<file path="config.mk">
export PLATFORM = sky130hd
export DESIGN_NAME = rd_addr_cmd_decoder
export DESIGN_NICKNAME = d
export VERILOG_FILES = /design/src/rtl/rd_addr_cmd_pkg.sv /design/src/rtl/rd_addr_qualifier.sv /design/src/rtl/rd_key_tracker.sv /design/src/rtl/rd_cmd_emitter.sv /design/src/rtl/rd_addr_cmd_decoder.sv
export SDC_FILE = /design/constraint.sdc
export NUM_CORES = 1
export LEC_CHECK = 0
export ABC_AREA = 1
export BUFFER_PORTS_ARGS = -buffer_cell sky130_fd_sc_hd__buf_2
export CAP_MARGIN = 20
export CELL_PAD_IN_SITES_DETAIL_PLACEMENT = 1
export CELL_PAD_IN_SITES_GLOBAL_PLACEMENT = 2
export CORE_MARGIN = 5
export CORE_UTILIZATION = 27
export DETAILED_ROUTE_END_ITERATION = 7
export PLACE_DENSITY_LB_ADDON = 0.3
export SLEW_MARGIN = 25
export SYNTH_ARGS = -nofsm -noshare
export SYNTH_HDL_FRONTEND = slang
export SYNTH_SLANG_ARGS = --single-unit
</file>
<file path="constraint.sdc">
create_clock -name ale -period 2.4 [get_ports ale]
set_input_delay 0.36 -clock ale [delete_from_list [all_inputs] [get_ports ale]]
set_output_delay 0.36 -clock ale [all_outputs]
set_load 0.02 [all_outputs]
</file>
<file path="src/rtl/rd_addr_cmd_pkg.sv">
// Shared types for the read-cycle address command decoder.
package rd_addr_cmd_pkg;
    localparam int unsigned BYTE_W = 8;

    typedef enum logic {
        MODE_ROM = 1'b0,
        MODE_CMD = 1'b1
    } dec_mode_e;
endpackage

</file>
<file path="src/rtl/rd_addr_qualifier.sv">
// Qualifies the low bus byte with the socket select and drives the ROM
// output enable. Assumes cs_n is stable across the falling edge of ale.
module rd_addr_qualifier
    import rd_addr_cmd_pkg::*;
(
    input  logic              cs_n,
    input  logic [BYTE_W-1:0] ad_lo,
    output logic              sel,
    output logic [BYTE_W-1:0] sel_byte,
    output logic              rom_oe_n
);
    // Combinational qualification of the sampled address byte.
    always_comb begin
        sel      = ~cs_n;
        sel_byte = ad_lo;
        rom_oe_n = cs_n;
    end
endmodule

</file>
<file path="src/rtl/rd_key_tracker.sv">
// Follows progress through the unlock key on qualified bytes in ROM state.
// A mismatch restarts at 1 if the byte equals key byte 0, otherwise at 0.
// Assumes KEY_LEN >= 2. Clocked on the falling edge of ale.
module rd_key_tracker
    import rd_addr_cmd_pkg::*;
#(
    parameter int unsigned          KEY_LEN = 6,
    parameter logic [KEY_LEN*8-1:0] KEY     = 48'h963CE817C35A
) (
    input  logic              ale,
    input  logic              rst_n,
    input  logic              clear,
    input  logic              active,
    input  logic              sel,
    input  logic [BYTE_W-1:0] sel_byte,
    output logic              key_done
);
    localparam int unsigned PW = $clog2(KEY_LEN);
    localparam logic [PW-1:0] LAST = PW'(KEY_LEN - 1);

    logic [BYTE_W-1:0] key_bytes [KEY_LEN];
    logic [PW-1:0]     prog_q;
    logic              hit;

    for (genvar g = 0; g < KEY_LEN; g++) begin : g_key
        assign key_bytes[g] = KEY[g*8 +: 8];
    end

    // Match test of the current byte against the expected key byte.
    always_comb begin
        hit      = active && sel && (sel_byte == key_bytes[prog_q]);
        key_done = hit && (prog_q == LAST);
    end

    // Progress register: advance, restart, or hold.
    always_ff @(negedge ale) begin
        if (!rst_n || clear) begin
            prog_q <= '0;
        end else if (active && sel) begin
            if (key_done)
                prog_q <= '0;
            else if (hit)
                prog_q <= prog_q + 1'b1;
            else if (sel_byte == key_bytes[0])
                prog_q <= PW'(1);
            else
                prog_q <= '0;
        end
    end
endmodule

</file>
<file path="src/rtl/rd_cmd_emitter.sv">
// Presents delivered command bytes with a one-period valid strobe.
// Clocked on the falling edge of ale; clear wins over load.
module rd_cmd_emitter
    import rd_addr_cmd_pkg::*;
(
    input  logic              ale,
    input  logic              rst_n,
    input  logic              clear,
    input  logic              load,
    input  logic [BYTE_W-1:0] load_byte,
    output logic [BYTE_W-1:0] cmd_byte,
    output logic              cmd_valid
);
    // Byte holding register and strobe.
    always_ff @(negedge ale) begin
        if (!rst_n || clear) begin
            cmd_byte  <= '0;
            cmd_valid <= 1'b0;
        end else begin
            cmd_valid <= load;
            if (load)
                cmd_byte <= load_byte;
        end
    end
endmodule

</file>
<file path="src/rtl/rd_addr_cmd_decoder.sv">
// Top of the read-cycle address command decoder. Starts in ROM state,
// enters command state after the unlock key, and leaves it on exit_cmd or
// reset. All state changes occur on the falling edge of ale.
module rd_addr_cmd_decoder
    import rd_addr_cmd_pkg::*;
#(
    parameter int unsigned          KEY_LEN    = 6,
    parameter logic [KEY_LEN*8-1:0] UNLOCK_KEY = 48'h963CE817C35A
) (
    input  logic       ale,
    input  logic       rst_n,
    input  logic       cs_n,
    input  logic [7:0] ad_lo,
    input  logic       exit_cmd,
    output logic       rom_oe_n,
    output logic       cmd_mode,
    output logic [7:0] cmd_byte,
    output logic       cmd_valid
);
    dec_mode_e         mode_q;
    logic              sel;
    logic [BYTE_W-1:0] sel_byte;
    logic              key_done;
    logic              in_rom;
    logic              deliver;

    rd_addr_qualifier u_qual (
        .cs_n     (cs_n),
        .ad_lo    (ad_lo),
        .sel      (sel),
        .sel_byte (sel_byte),
        .rom_oe_n (rom_oe_n)
    );

    rd_key_tracker #(.KEY_LEN(KEY_LEN), .KEY(UNLOCK_KEY)) u_key (
        .ale      (ale),
        .rst_n    (rst_n),
        .clear    (exit_cmd),
        .active   (in_rom),
        .sel      (sel),
        .sel_byte (sel_byte),
        .key_done (key_done)
    );

    rd_cmd_emitter u_emit (
        .ale       (ale),
        .rst_n     (rst_n),
        .clear     (exit_cmd),
        .load      (deliver),
        .load_byte (sel_byte),
        .cmd_byte  (cmd_byte),
        .cmd_valid (cmd_valid)
    );

    // State-dependent gating of key tracking and byte delivery.
    always_comb begin
        in_rom   = (mode_q == MODE_ROM) && !exit_cmd;
        deliver  = (mode_q == MODE_CMD) && sel && !exit_cmd;
        cmd_mode = (mode_q == MODE_CMD);
    end

    // Mode register: reset and exit to ROM, key completion to command.
    always_ff @(negedge ale) begin
        if (!rst_n || exit_cmd)
            mode_q <= MODE_ROM;
        else if (key_done)
            mode_q <= MODE_CMD;
    end
endmodule

</file>
**Word level (Yosys, flattened, before mapping)**

Memory sizes are Yosys's and may differ from the RTL's.
Index checks and enable logic that the tools add are counted.

- Flip-flop bits (word level): 13
- Memory bits (read-only): 64
- Output and inout bits: 11
- Logic and storage cells: 27
- Memories kept: 1

- Add/sub/neg operators: 1
- $lt $le $gt $ge: 1
- Equality and inequality tests: 3
- Mux-type cells: 5
- Bitwise operators: 3
- Reduce and logical (&&, ||, !) cells: 9

Memories:

| memory | words | bits a word | rd ports | clocked after memory_dff | write ports | line | RTL |
|---|---|---|---|---|---|---|---|
| (no name shown) | 8 | 8 | 1 | 0 | 0 | rd_key_tracker.sv:31 | `hit = active && sel && (sel_byte == key_bytes[prog_q]);` |

Operator list:

| cell | number |
|---|---|
| $mux W8 | 2 |
| $eq A8 B7 Y1 const B | 1 |
| $eq A8 B8 Y1 | 1 |
| $logic_and A1 B1 Y1 | 6 |
| $mux W3 | 2 |
| $ge A4 B4 Y1 const B | 1 |
| $not A3 Y4 | 1 |
| $add A3 B1 Y3 const B | 1 |
| $eq A3 B3 Y1 const B | 1 |
| $logic_not A1 Y1 | 2 |
| $not A1 Y1 | 2 |
| $logic_or A1 B1 Y1 | 1 |
| $mux W1 | 1 |

**Longest topological paths before layout**

- Depth in word-level cells: 8
- Gate-level depth with buffers: 12

**Modules after synthesis**

Synthesis repeated with hierarchy kept, for this count alone.

- Cell total of the unflattened synthesis: 153
- Area, all modules: 960.9 um^2

Modules (own cells, without submodules):

| module | times used | cells each | area each (um^2) | sequential area each (um^2) |
|---|---|---|---|---|
| rd_key_tracker | 1 | 95 | 529.3 | 60.1 |
| rd_cmd_emitter | 1 | 39 | 310.3 | 180.2 |
| rd_addr_qualifier | 1 | 10 | 71.3 | 0.0 |
| rd_addr_cmd_decoder | 1 | 9 | 50.0 | 20.0 |

==> results_dict.tcl <==
set metrics [dict create \
    outcome "finished clean" \
    synth_area_sq_um 895 \
    power_density_nw_per_um2 388 \
    finalSetupTns_ps 0 \
    hold_viol 0 \
    clkLatencyLatePin_ps 350 \
    reg2regPathDepth 12 \
    total_power_uw 506 \
    slew_violations 0 \
    grt_use_met1_pct 15.4 \
    finalSetupViolCount 0 \
    htree_levels 1 \
    clock-root-buffer "clkbuf_4" \
    antenna_found_initial 0 \
    grt_max_degree 9 \
    postLayoutSetupSlackWorst_ps 34.7 \
    r2r_slack_ps 380 \
    cts_tree "done" \
    grt_pass1_vias 1070 \
    clockBufferDepth 2 \
    rows 21 \
    pwr-share-seq_pct 42.7 \
    r2r-end "u_key.prog_q[0]" \
    drive_gt1_share_pct 36.3 \
    clkPwrFrac_pct 44.8 \
    fin_cells 228 \
    synth_nets 147 \
    cp.depth 1 \
    rsz0062_at_grt "true" \
    io_pins 23 \
    antenna_cells 0 \
    crit_slowest_cell "dfxtp_4" \
    p_sw_uw 173 \
    core_sq_um 3280 \
    cts_hold_buf 0 \
    initial_core_util_pct 27.2 \
    yosysUniqueCellTypes 28 \
    wl_per_cell_um 11.6 \
    clock_sinks 13 \
    die_width_um 67.6 \
    multi_input_area_sq_um 541 \
    gp_congestion 0.754 \
    crit_chain "buf_6" \
    whs_ps 501 \
    post-place-ws_ps -188 \
    post-route-drc-count 0 \
    synth-seq-cells 13 \
    clk_pin_slew_worst_paths_ps 40 \
    max_slew.worst_pin.slew_ps 544 \
    internal_power_uw 333 \
    hold_class "reg2reg" \
    nFillCells 435 \
    wirelength_um 2640 \
    routed_via_density 4.38 \
    track_usage_pct 13.3 \
    max_stage_delay_ps 340 \
    cts_made_buffers 3 \
    cp_top_family "flip-flops" \
    cp_max_fo 3 \
    register_area_sq_um 273 \
    cp-end-kind "primary output" \
    worst-path-buf-inv 1 \
    arrival_ps 2010 \
    die_h_um 67.6 \
    peakVddDrop_mv 0.190 \
    nNetsFinal 199 \
    grt_pass1_wl_um 4590 \
    syn_avg_cell_area_sq_um 6.83 \
    setup.worst_path.start "cmd_mode" \
    pwr-share-comb_pct 12.5 \
    p_sw_share_pct 34.1 \
    fin_skew_ps 17.3 \
    portBuffers 22 \
    r2r-start "u_key.prog_q[0]" \
    synth_cells 131 \
    power.leakage_nw 0.695 \
    top_usage_layer "met2" \
    overflow 0 \
    crit_end "cmd_mode" \
    dieArea_sq_um 4560 \
    start_kind "flip-flop" \
    cp.required_ps 2040 \
    met2_usage_pct 21.7 \
    yosysWarnings 0 \
    slew_headroom_pct 63.7 \
    grt.met3_usage_pct 4.66 \
    drt_iter0_drc 24 \
    vias 998 \
    path_class "reg2out" \
    area_growth_pct 45.6 \
    synth-seq-area-share_pct 29.1 \
    dp.cells 210 \
    antenna_left 0 \
    first_pass_iters 3 \
    hpwl_um 2120 \
    max_cap_violations 0 \
]
==> synth_stat cells <==
cell | count | area, sq um
buf_4 | 1 | 7.51
clkbuf_1 | 1 | 3.75
dfxtp_1 | 13 | 260
nand2_2 | 4 | 25.0
a21oi_1 | 4 | 20.0
inv_2 | 2 | 7.51
nor2_4 | 1 | 11.3
nand3_2 | 1 | 10.0
nand3_1 | 8 | 40.0
inv_1 | 17 | 63.8
nor2_2 | 4 | 25.0
a31oi_1 | 2 | 12.5
nand2_4 | 1 | 11.3
xnor2_1 | 1 | 8.76
nor2_1 | 16 | 60.1
nor2_8 | 1 | 20.0
nor3_1 | 7 | 35.0
nand2_1 | 28 | 105
o21ai_2 | 1 | 8.76
ha_1 | 4 | 50.1
and3_1 | 1 | 6.26
nor3_4 | 1 | 16.3
or2_4 | 1 | 8.76
nand4_1 | 6 | 37.5
nor4_1 | 1 | 6.26
o21ai_0 | 1 | 5.00
xor2_1 | 2 | 17.5
buf_6 | 1 | 11.3
==> routing by layer <==
layer,vias to the layer above,routed length [um]
met4,0,31
met3,5,100
li1,519,-
met1,456,1240
met2,18,1260
met5,-,0
==> flip-flops by register name, summed over array words and instances (netlist names) <==
name              cells
u_emit.cmd_valid      1
u_emit.cmd_byte       8
cmd_mode              1
u_key.prog_q          3
==> what timing repair did <==
| action | 4_1_cts | 5_1_grt |
|---|---|---|
| setup endpoints to repair | 6 | 10 |
| gates resized for setup | 9 | 19 |
| buffers inserted | 0 | 2 |
==> power by group through the flow <==
stage | Combinational [mW] | Clock, mW | Sequential, mW
after global routing | 0.0711 | 0.275 | 0.215
final | 0.0632 | 0.227 | 0.216
after floorplan | 0.0262 | 0.0358 | 0.221
after detailed placement | 0.0633 | 0.0358 | 0.221
after CTS | 0.0637 | 0.243 | 0.216
after global placement | 0.0622 | 0.0358 | 0.221
==> cell type report <==
class,instances,area share (%)
well taps,46,4.42
inverters,18,5.19
flip-flops and latches,13,20.9
multi-input cells,96,41.5
repair buffers,38,22.2
clock buffers,3,1.73
clock inverters,14,4.03
==> layout by cell type (no fill, tap or decap), types with 2 or more instances in the layout <==
cell	instances
a31oi_1	2
ha_1	4
xor2_1	2
nand4_1	6
nor2_1	16
dfxtp_2	7
clkbuf_4	3
nand3_1	8
inv_1	30
nor2_2	4
buf_4	17
buf_2	12
nor3_1	7
inv_2	2
nand2_2	4
buf_6	9
a21oi_1	4
dfxtp_1	5
nand2_1	28
==> worst min-delay path by stage <==
stage                            start                 end  slack, ps  cells past startpoint
global route        u_emit.cmd_byte[0]  u_emit.cmd_byte[0]        530                      2
detailed placement  u_emit.cmd_byte[6]  u_emit.cmd_byte[6]        490                      2
finish              u_emit.cmd_byte[2]  u_emit.cmd_byte[2]        500                      2
floorplan              u_key.prog_q[1]     u_key.prog_q[1]        480                      2
global placement    u_emit.cmd_byte[0]  u_emit.cmd_byte[0]        480                      2
CTS                 u_emit.cmd_byte[6]  u_emit.cmd_byte[6]        490                      2
==> stage by stage <==
| step | cell area, sq um | utilization (%) |
|---|---|---|
| finish | 1300 | 39.7 |
| floorplan | 895 | - |
| detailed placement | 1140 | 34.9 |
| global placement | 1140 | 34.9 |
| CTS | 1240 | 37.7 |
| global route | 1300 | 39.7 |
==> cell families (layout without fill, tap and decap cells) <==
| logic type | count (synthesis) | in the layout | synth area share, % |
|---|---|---|---|
| xor gates and xnor gates | 3 | 3 | 2.94 |
| AOI/OAI and AO/OA | 8 | 8 | 5.17 |
| and+or+nand+nor | 81 | 81 | 46.7 |
| DFF | 13 | 13 | 29.1 |
| buffers and inverters | 22 | 73 | 10.5 |
| adders and majority gates | 4 | 4 | 5.59 |
No activity file was read; power rests on OpenSTA's default activity.
